<file path="src/rtl/fs_sup_pkg.sv">
package fs_sup_pkg;

  typedef enum logic [1:0] {
    LAT_HOLD = 2'd0,
    LAT_SET  = 2'd1,
    LAT_CLR  = 2'd2
  } lat_op_e;

  // Cycle count that a message may last without tripping.
  function automatic int unsigned limit_cycles(int unsigned mhz, int unsigned usec);
    return mhz * usec;
  endfunction

  // Counter width able to hold the limit value itself.
  function automatic int unsigned count_width(int unsigned lim);
    return (lim < 2) ? 1 : $clog2(lim + 1);
  endfunction

  // A timeout outranks a clear request on the same edge.
  function automatic lat_op_e latch_op(logic set_req, logic clr_req);
    if (set_req)      return LAT_SET;
    else if (clr_req) return LAT_CLR;
    else              return LAT_HOLD;
  endfunction

endpackage

</file>
<file path="src/rtl/fs_msg_timer.sv">
module fs_msg_timer #(
  parameter int unsigned LIMIT = 9216,
  parameter int unsigned CNT_W = 14
) (
  input  logic             clk,
  input  logic             mrst_n,
  input  logic             tx_active,
  input  logic             hold_zero,
  output logic             trip,
  output logic [CNT_W-1:0] count
);

  localparam logic [CNT_W-1:0] LIM_V = CNT_W'(LIMIT);

  logic at_limit;

  assign at_limit = (count == LIM_V);
  assign trip     = tx_active & ~hold_zero & at_limit;

  always_ff @(posedge clk or negedge mrst_n) begin
    if (!mrst_n) begin
      count <= '0;
    end else if (hold_zero || !tx_active || at_limit) begin
      count <= '0;
    end else begin
      count <= count + 1'b1;
    end
  end

endmodule

</file>
<file path="src/rtl/fs_flag_latch.sv">
module fs_flag_latch
  import fs_sup_pkg::*;
(
  input  logic clk,
  input  logic mrst_n,
  input  logic set_i,
  input  logic clr_i,
  output logic flag_o
);

  lat_op_e op;

  assign op = latch_op(set_i, clr_i);

  always_ff @(posedge clk or negedge mrst_n) begin
    if (!mrst_n) begin
      flag_o <= 1'b0;
    end else begin
      case (op)
        LAT_SET: flag_o <= 1'b1;
        LAT_CLR: flag_o <= 1'b0;
        default: flag_o <= flag_o;
      endcase
    end
  end

endmodule

</file>
<file path="src/rtl/tx_failsafe_sup.sv">
module tx_failsafe_sup
  import fs_sup_pkg::*;
#(
  parameter int unsigned CLK_MHZ  = 12,
  parameter int unsigned LIMIT_US = 768
) (
  input  logic clk,
  input  logic mrst_n,
  input  logic tx_active,
  input  logic cmd_ok,
  output logic fs_flag,
  output logic tx_inhibit
);

  localparam int unsigned LIMIT_CYC = limit_cycles(CLK_MHZ, LIMIT_US);
  localparam int unsigned CNT_W     = count_width(LIMIT_CYC);

  logic             trip_evt;
  logic [CNT_W-1:0] cnt_q;

  fs_msg_timer #(
    .LIMIT (LIMIT_CYC),
    .CNT_W (CNT_W)
  ) u_timer (
    .clk       (clk),
    .mrst_n    (mrst_n),
    .tx_active (tx_active),
    .hold_zero (fs_flag),
    .trip      (trip_evt),
    .count     (cnt_q)
  );

  fs_flag_latch u_flag (
    .clk    (clk),
    .mrst_n (mrst_n),
    .set_i  (trip_evt),
    .clr_i  (cmd_ok),
    .flag_o (fs_flag)
  );

  assign tx_inhibit = fs_flag | ~mrst_n;

endmodule

</file>
<file path="config.mk">
export PLATFORM = sky130hd
export DESIGN_NAME = tx_failsafe_sup
export DESIGN_NICKNAME = d
export VERILOG_FILES = /design/src/rtl/fs_sup_pkg.sv /design/src/rtl/fs_msg_timer.sv /design/src/rtl/fs_flag_latch.sv /design/src/rtl/tx_failsafe_sup.sv
export SDC_FILE = /design/constraint.sdc
export NUM_CORES = 1
export LEC_CHECK = 0
export BUFFER_PORTS_ARGS = -buffer_cell sky130_fd_sc_hd__buf_2
export CAP_MARGIN = 20
export CORE_UTILIZATION = 60
export DETAILED_ROUTE_END_ITERATION = 8
export GPL_TIMING_DRIVEN = 0
export PLACE_DENSITY_LB_ADDON = 0.2
export SLEW_MARGIN = 20
export SYNTH_ARGS = -nofsm -noshare
export SYNTH_HDL_FRONTEND = slang
export SYNTH_SLANG_ARGS = --single-unit
</file>
<file path="constraint.sdc">
create_clock -name clk -period 3.7 [get_ports clk]
set_clock_uncertainty 0.15 [all_clocks]
set_input_delay 0.555 -clock clk [delete_from_list [all_inputs] [get_ports clk]]
set_output_delay 0.555 -clock clk [all_outputs]
set_load 0.005 [all_outputs]
</file>
* Yosys cells after proc, flatten, opt, wreduce, memory -nomap -nowiden
Cells that the tools add are included.
** Word-level totals
- Output and inout bits :: 2
- Register bits :: 15
- Input port bits :: 4
- Logic and storage cells :: 19
** Operators by class
- Reduce and logical (&&, ||, !) cells :: 4
- Equal/unequal tests :: 3
- $add $sub $neg :: 1
- Bitwise gates (word level) :: 5
- Muxes and demuxes :: 4
** Operators with widths (number)
- 14-bit by 1-bit adder with 14-bit output (second input constant) :: 1
- 14-bit equality test (second input constant) :: 1
- 14-bit 2-to-1 mux :: 1
- 2-bit 2-to-1 mux :: 2
- 1-bit bitwise AND :: 2
- 2-bit by 1-bit equality test with 1-bit output (second input constant) :: 1
- 2-bit equality test (second input constant) :: 1
- 1-bit logical OR :: 2
- 1-bit NOT :: 2
- 1-bit case mux with 2 select lines :: 1
- 2-bit nonzero test :: 1
- 1-bit zero test :: 1
- 1-bit bitwise OR :: 1

* Depth between registers and ports, before layout
Gate-level depths: netlist of run 1.
- Depth in word-level cells :: 6
- Depth in mapped cells :: 7
- Gate-level depth less buffers :: 6

* Cells and area by module
Synthesis of run 1 repeated with hierarchy kept, for this count alone.
** Unflattened totals
- Cells, all modules :: 79
- Area, all modules :: 779.5 µm²
** By module, submodules not included
- fs_msg_timer :: cells each 75, times used 1, area each 737.0 µm², seq. area each 350.3 µm²
- fs_flag_latch :: cells each 3, times used 1, area each 36.3 µm², seq. area each 25.0 µm²
- tx_failsafe_sup :: cells each 1, times used 1, area each 6.3 µm², seq. area each 0.0 µm²

* Worst setup path before layout of run 1
Ideal clock, no wire load.
- Path kind :: register to register
- From :: reg u_timer.count[0]
- To :: reg u_timer.count[10]
- Data required time :: 3.418 ns
- Clock period less this slack :: 1.745 ns
- Path buffers :: 1
- Arrival :: 1.463 ns
- Stages on the path, launching flop included :: 8
- Setup slack :: 1.955 ns
- Setup time :: 0.132 ns
- Path through :: dfrtp_1 -> inv_1 -> ha_1 -> nor4b_1 -> nand4_1 -> nand3_1 -> clkbuf_1 -> nor2_1
** On the way
- Longest elaborated chain between the ends :: 3
- Elaborated cells between the ends (all ways) :: 4
- Those cells by class :: 1 x add/sub; 1 x eq/ne; 1 x mux; 1 x reduce/logical
** RTL lines
- start, declared :: RTL line fs_msg_timer.sv:10 : output logic [CNT_W-1:0] count
- start signal, assigned :: RTL line fs_msg_timer.sv:26 : count <= count + 1'b1;
- branches (longest 2 deep; another with 14-bit by 1-bit adder with 14-bit output)
- 14-bit 2-to-1 mux (*) :: RTL line fs_msg_timer.sv:23 : end else if (hold_zero || !tx_active || at_limit) begin
Mark *: on every way between the ends.
A chain may end at the register's enable or synchronous reset.

* Worst setup path after layout of run 1
- From :: in mrst_n
- To :: out tx_inhibit
** On the way
- Longest elaborated chain between the ends :: 2
** RTL lines
- start, declared :: RTL line tx_failsafe_sup.sv:8 : input logic mrst_n,
- 1-bit NOT :: RTL line tx_failsafe_sup.sv:41 : assign tx_inhibit = fs_flag | ~mrst_n;
- 1-bit bitwise OR :: RTL line tx_failsafe_sup.sv:41
- end, declared :: RTL line tx_failsafe_sup.sv:12 : output logic tx_inhibit
Every way passes these cells.

==> results of run 1 <==
[cell families after synthesis]
family / synth area share [%]
xor+xnor: 12.4
flops: 48.2
buf+inv: 3.05
compound gates: 2.41
fa+ha+maj: 4.82
simple gates: 29.1
[report_power, final]
part / switching, mW / internal, mW / total [mW]
Clock: 0.0558 / 0.0403 / 0.0961
Combinational: 0.0141 / 0.00795 / 0.0220
Sequential: 0.00372 / 0.167 / 0.170
[worst register-to-register path, cell delays in order (launching register included)]
cell	delay [ns]
dfrtp_1	0.46
inv_1	0.09
ha_1	0.13
nor4b_1	0.22
nand4_1	0.18
nand3_1	0.21
clkbuf_1	0.39
nor2_1	0.10
[cell usage in the layout, fill, tap and decap left out, drive strengths merged]
cell type,instances
or2,1
clkbuf,5
nand3,5
and4,1
inv,4
clkinv,1
dfrtp,15
buf,5
xnor2,6
nor4,1
nor2,15
o31ai,1
nand2,6
or4,1
nor3b,1
nor3,3
nand4,6
dlygate4sd3,1
nor4b,2
ha,3
xor2,5
o22ai,1
a21oi,1
[timing repair]
action	in CTS	in global routing
hold buffers	1	0
endpoints found under the setup margin	0	0
hold endpoints to repair	3	0
[through the flow]
stage / cell area, um2 / utilization [%] / worst slack (ns) / hold WS [ns]
3_5_place_dp: 821 / 71.0 / 1.65 / 0.329
4_1_cts: 858 / 74.2 / 1.36 / 0.297
6_report: 858 / 74.2 / 1.37 / 0.303
5_1_grt: 858 / 74.2 / 1.29 / 0.295
3_3_place_gp: 821 / 71.0 / 1.64 / 0.322
2_1_floorplan: 778 / - / 1.96 / 0.109
[state kept, by name (all words and copies together), names as in the netlist]
register,cells
u_timer.count,14
u_flag.flag_o,1
[how the worst max path moves through the flow]
| stage | slack, ns | to | start | cells after the start |
|---|---|---|---|---|
| after floorplan | 1.96 | u_timer.count[10] | u_timer.count[0] | 7 |
| after global placement | 1.64 | u_timer.count[12] | u_timer.count[0] | 7 |
| after detailed placement | 1.65 | u_timer.count[12] | u_timer.count[0] | 7 |
| after CTS | 1.36 | tx_inhibit | mrst_n | 4 |
| after global routing | 1.29 | tx_inhibit | mrst_n | 4 |
| final | 1.37 | tx_inhibit | mrst_n | 4 |
[layout make-up]
type,instances,area [um2]
clock buffer,3,22.5
sequential,15,375
clock inverter,1,5.00
inverter,4,15.0
buffer,2,8.76
timing repair buffer,6,35.0
tap,14,17.5
multi-input combinational,59,379
fill,95,298
[per-layer routing]
metal,routed length (um),global-route usage (%)
met5,0,0
met2,643,42.2
met4,27,13.4
met3,80,10.5
met1,675,32.2
==> load_flow_metrics.sql, run 1 <==
INSERT INTO impl_metrics (metric_group, metric, value, unit) VALUES
('sta', 'tns', '0', 'ns'),
('yosys', 'post_synthesis_cell_type_with_the_largest_combined_area', 'dfrtp_1', ''),
('pwr', 'power.total', '0.288', 'mW'),
('clock_network', 'clk-insertion-delay-late', '0.30', 'ns'),
('clock_network', 'cts_tree', 'done', ''),
('yosys', 'synth_top_cell_area_share', '48.2', '%'),
('pwr', 'p_leak', '0.385', 'nW'),
('yosys', 'synth_top_cells_by_count', '15 x dfrtp_1, 15 x nor2_1, 6 x nand2_1, 6 x xnor2_1', ''),
('worst_setup_path', 'timing.critical_path.arrival', '1.62', 'ns'),
('pwr', 'irDropWorstVdd', '0.226', 'mV'),
('routing', 'drc_errors', '0', ''),
('sta', 'report.final.hold_viol_count', '0', ''),
('cells_and_area', 'drive_gt1_share', '13.3', '%'),
('yosys', 'synth_cell_type_count', '22', ''),
('worst_setup_path', 'cp_max_fo', '16', ''),
('global_route', 'grtUsageTotal', '27.0', '%'),
('yosys', 'synth.net_count', '87', ''),
('pwr', 'powerDensity', '336', 'mW/mm2'),
('placed_design', 'hpwl', '1000', 'um'),
('placed_design', 'dpl.cell_count', '99', ''),
('worst_setup_path', 'crit_top_cell', 'buf_2', ''),
('yosys', 'synth_seq_cells', '15', ''),
('routing', 'drt-wirelength-per-cell', '13.7', 'um'),
('clock_network', 'post_cts.repair.setup_buffers', '0', ''),
('floorplanning', 'top_level_ports', '6', ''),
('worst_hold_path', 'hold_path.startpoint', 'cmd_ok', ''),
('yosys', 'post_synthesis_cell_area', '778', 'um2'),
('routing', 'drtIter0Drc', '6', ''),
('yosys', 'synthesis.area_per_instance', '9.73', 'um2'),
('floorplanning', 'die_height', '38.0', 'um'),
('clock_network', 'tritoncts.num_buffers', '3', ''),
('routing', 'postRouteWirelength', '1430', 'um'),
('outcome', 'outcome', 'completed', ''),
('floorplanning', 'core_region_area', '0.00116', 'mm2'),
('global_route', 'globalRouteOverflowTotal', '0', ''),
('sta', 'final_period_minus_worst_setup_slack', '2.33', 'ns'),
('sta', 'finalSetupViolCount', '0', ''),
('placed_design', 'gp_congestion', '0.851', ''),
('yosys', 'synth_area_leaders', 'dfrtp_1 48%, nor2_1 7.2%, xnor2_1 6.8%', ''),
('sta', 'transition_time_of_the_tightest_slew_check_pin', '0.441', 'ns'),
('global_route', 'grt_max_degree', '17', ''),
('worst_setup_path', 'max_stage_delay', '0.52', 'ns'),
('worst_setup_path', 'worst_path_max_delay_cell', 'dlygate4sd3_1', ''),
('worst_setup_path', 'worstSetupPathType', 'input pin to output port', ''),
('floorplanning', 'placement_rows', '12', ''),
('floorplanning', 'start_util', '67.3', '%'),
('sta', 'share_of_the_clock_period_used_by_the_worst_path', '62.9', '%'),
('cells_and_area', 'num_antenna_cells', '0', ''),
('worst_hold_path', 'holdPathEnd', 'u_flag.flag_o', ''),
('global_route', 'grt_first_pass_wirelength', '2550', 'um'),
('worst_setup_path', 'setup.worst_path.start_class', 'input pin', ''),
('worst_setup_path', 'ff2ff_setup_slack', '1.65', 'ns'),
('cells_and_area', 'num-nets-final', '98', ''),
('worst_setup_path', 'end_kind', 'output port', ''),
('clock_network', 'clock_sink_count', '15', ''),
('worst_setup_path', 'required_arrival_time_at_the_worst_endpoint', '2.99', 'ns'),
('worst_setup_path', 'timing.rr.start', 'u_timer.count[0]', ''),
('yosys', 'syn-instance-count', '80', ''),
('routing', 'route.antenna.remaining_nets', '0', ''),
('sta', 'max_freq', '430', 'MHz'),
('global_route', 'grt_antenna_before_repair', '0', ''),
('clock_network', 'cts-root-to-sink-buffers', '2', ''),
('worst_setup_path', 'timing.rr.end', 'u_timer.count[12]', ''),
('floorplanning', 'fp.dieW', '38.0', 'um'),
('cells_and_area', 'final-instance-count-excl-fill', '104', ''),
('clock_network', 'clockRootBuffer', 'clkbuf_4', ''),
('worst_hold_path', 'holdCritPathClass', 'input pin to flop', ''),
('sta', 'drv_slew', '0', ''),
('routing', 'detail_route.vias_per_cell', '5.82', ''),
('job', 'max-cap-violations', '0', ''),
('worst_setup_path', 'critPathTopFamily', 'buffers and inverters', '');
No activity file was read; power rests on OpenSTA's default activity.
==> inputs of run 2 (changes only) <==
ABC_AREA = 1   (was default)
CORE_UTILIZATION = 57   (was 60)
clock period = 2.3 ns   (was 3.7 ns; I/O delays follow)
==> run 2 against run 1 <==
Net effect:
- non-clock buffer count is 1 lower
- area after synthesis rose by 12%
- die area rose by 17%
- critical path type unchanged
==> load_flow_metrics.sql, run 2 <==
INSERT INTO impl_metrics (metric_group, metric, value, unit) VALUES
('outcome', 'outcome', 'completed', ''),
('floorplanning', 'die_height', '41.2', 'um'),
('cells_and_area', 'num-nets-final', '133', ''),
('cells_and_area', 'synthToLayoutAreaGrowth', '9.16', '%'),
('cells_and_area', 'finalCoreUtilization', '69.9', '%'),
('job', 'max-cap-violations', '0', ''),
('global_route', 'grt_antenna_before_repair', '0', ''),
('cells_and_area', 'largestRegisters', 'u_timer.count: 14 flops, u_flag.flag_o: 1 flops', ''),
('cells_and_area', 'most_flop_heavy_register', 'u_timer.count', ''),
('cells_and_area', 'max_ffs_per_register', '14', ''),
('worst_setup_path', 'max_stage_delay', '0.52', 'ns'),
('floorplanning', 'top_level_ports', '6', ''),
('routing', 'drc_errors', '0', ''),
('worst_setup_path', 'cp_max_fo', '16', ''),
('placed_design', 'dpl.cell_count', '135', ''),
('sta', 'drv_slew', '0', ''),
('worst_setup_path', 'crit_top_cell', 'buf_2', ''),
('yosys', 'synth_top_cells_by_count', '28 x nor2_1, 27 x nand2_1, 15 x dfrtp_1, 12 x inv_1, 7 x nand3_1', ''),
('yosys', 'synth-edff-count', '0', ''),
('global_route', 'grt_pass1_vias', '603', ''),
('yosys', 'synth_seq_area_share', '42.9', '%'),
('cells_and_area', 'top_library_cells_by_usage_in_the_layout_fill_and_taps_aside', '28 x nor2_1, 27 x nand2_1, 15 x dfrtp_1', ''),
('worst_setup_path', 'worstPathCellList', 'dlygate4sd3_1 > buf_2 > nand2_1 > buf_2', ''),
('yosys', 'most_repeated_cell_in_the_gate_level_netlist_after_synthesis', 'nor2_1', ''),
('sta', 'grt_setup_unrepaired', 'no', ''),
('placed_design', 'gp_congestion', '0.852', ''),
('yosys', 'synth.net_count', '122', ''),
('worst_setup_path', 'worst_path_max_delay_cell', 'dlygate4sd3_1', ''),
('routing', 'detail_route.vias_per_cell', '5.02', ''),
('clock_network', 'post_cts_resize_count', '0', ''),
('clock_network', 'cts-root-to-sink-buffers', '2', ''),
('worst_setup_path', 'end_kind', 'output port', ''),
('routing', 'drt-wirelength-per-cell', '11.4', 'um'),
('worst_setup_path', 'crit_buf_inv', '3', ''),
('cells_and_area', 'num_antenna_cells', '0', ''),
('yosys', 'post_synthesis_cell_type_with_the_largest_combined_area', 'dfrtp_1', ''),
('sta', 'finalSetupViolCount', '0', ''),
('sta', 'tns', '0', 'ns'),
('cells_and_area', 'drive_gt1_share', '13.6', '%'),
('global_route', 'grt_first_pass_wirelength', '2390', 'um'),
('yosys', 'syn-instance-count', '115', ''),
('sta', 'normalized_max_slew_margin', '76.5', '%'),
('yosys', 'synth_seq_cells', '15', ''),
('routing', 'route.antenna.remaining_nets', '0', ''),
('clock_network', 'clk-insertion-delay-late', '0.28', 'ns'),
('placed_design', 'hpwl', '1210', 'um'),
('routing', 'via_count', '703', ''),
('floorplanning', 'start_util', '64.0', '%'),
('yosys', 'async_reset_ff_share', '100', '%'),
('yosys', 'post_synthesis_cell_area', '875', 'um2'),
('yosys', 'synth_top_cell_area_share', '42.9', '%'),
('sta', 'fin_ws', '0.396', 'ns'),
('yosys', 'synth_warnings', '0', ''),
('clock_network', 'post_cts.repair.setup_buffers', '0', ''),
('placed_design', 'pre_cts_slack', '0.809', 'ns'),
('routing', 'pre_repair_dr_iteration_count', '4', ''),
('cells_and_area', 'most_frequent_standard_cell_in_the_layout_excluding_fill_and_tap_cells', 'nor2_1', ''),
('worst_setup_path', 'worstSetupPathType', 'input pin to output port', ''),
('worst_setup_path', 'setup.worst_path.start_class', 'input pin', ''),
('sta', 'max_freq', '525', 'MHz'),
('pwr', 'p_leak', '0.437', 'nW'),
('worst_setup_path', 'timing.critical_path.arrival', '1.41', 'ns'),
('sta', 'final_period_minus_worst_setup_slack', '1.90', 'ns'),
('pwr', 'irDropWorstVdd', '0.409', 'mV'),
('clock_network', 'clk_pin_slew_worst_paths', '0.08', 'ns'),
('worst_setup_path', 'required_arrival_time_at_the_worst_endpoint', '1.80', 'ns'),
('worst_setup_path', 'critPathTopFamily', 'buffers and inverters', ''),
('clock_network', 'tritoncts.num_buffers', '3', ''),
('floorplanning', 'fp.dieW', '41.2', 'um'),
('clock_network', 'clock_sink_count', '15', ''),
('clock_network', 'h-tree-depth', '1', ''),
('placed_design', 'io_buffers', '5', ''),
('clock_network', 'hold_buffers', '1', ''),
('floorplanning', 'core_region_area', '0.00137', 'mm2'),
('yosys', 'ys_flop_type', 'dfrtp_1', ''),
('global_route', 'grtUsageTotal', '22.3', '%'),
('routing', 'postRouteWirelength', '1590', 'um'),
('sta', 'share_of_the_clock_period_used_by_the_worst_path', '82.8', '%'),
('floorplanning', 'placement_rows', '13', ''),
('yosys', 'synthesis.area_per_instance', '7.61', 'um2'),
('global_route', 'globalRouteOverflowTotal', '0', ''),
('clock_network', 'clockRootBuffer', 'clkbuf_4', ''),
('worst_hold_path', 'holdCritPathClass', 'input pin to flop', ''),
('yosys', 'synth_area_leaders', 'dfrtp_1 43%, nor2_1 12%, nand2_1 12%', ''),
('yosys', 'synth_cell_type_count', '17', ''),
('floorplanning', 'die-area', '0.00169', 'mm2'),
('clock_network', 'cts_tree', 'done', ''),
('sta', 'transition_time_of_the_tightest_slew_check_pin', '0.352', 'ns'),
('routing', 'drtIter0Drc', '14', ''),
('sta', 'report.final.hold_viol_count', '0', ''),
('global_route', 'grt_max_degree', '17', ''),
('cells_and_area', 'final-instance-count-excl-fill', '140', ''),
('pwr', 'powerDensity', '481', 'mW/mm2');
==> run 2: per-layer routing <==
metal	part of all wire, %	GRT usage, %
met1	49	28.4
met2	47	35.9
met4	2.0	12.1
met3	1.3	3.26
met5	0	0
==> run 2: worst paths after layout <==
kind / from / slack (ns) / endpoint / cells past startpoint
max in group asynchronous: mrst_n / 1.40 / u_timer.count[6] / 2
min: cmd_ok / 0.11 / u_flag.flag_o / 2
max reg2reg: u_timer.count[0] / 0.78 / u_timer.count[11] / 8
min reg2reg: u_timer.count[0] / 0.42 / u_timer.count[0] / 1
min in group asynchronous: mrst_n / 0.34 / u_timer.count[11] / 2
max: mrst_n / 0.40 / tx_inhibit / 4
==> run 2: final cells by class <==
| type | count | area [um2] |
|---|---|---|
| well taps | 15 | 18.8 |
| inverters | 13 | 48.8 |
| repair buffers | 6 | 35.0 |
| multi-input cells | 86 | 439 |
| flip-flops and latches | 15 | 375 |
| fillers | 101 | 412 |
| plain buffers | 1 | 11.3 |
| clock buffers | 4 | 26.3 |
==> run 2: power breakdown <==
group / switching (mW) / internal [mW] / leakage, nW
clock network: 0.0804 / 0.0673 / 0.0150
logic: 0.0216 / 0.0144 / 0.214
registers: 0.00759 / 0.268 / 0.207
total: 0.110 / 0.350 / 0.437
==> run 2: cells by family (layout without fill, tap and decap cells) <==
group | count (synthesis) | after routing | synth area share (%)
and+or+nand+nor | 74 | 74 | 36.9
DFF | 15 | 15 | 42.9
buffers and inverters | 14 | 24 | 6.87
xor gates and xnor gates | 7 | 7 | 7.01
adders and majority gates | 3 | 3 | 4.29
AOI/OAI and AO/OA | 2 | 2 | 2.00
==> run 2: per-stage QoR <==
stage	hold slack [ns]	power [mW]	area, um2
floorplan	-0.101	0.301	875
finish	0.111	0.459	955
global placement	0.115	0.314	918
CTS	0.112	0.462	955
global route	0.132	0.475	955
detailed placement	0.121	0.315	918
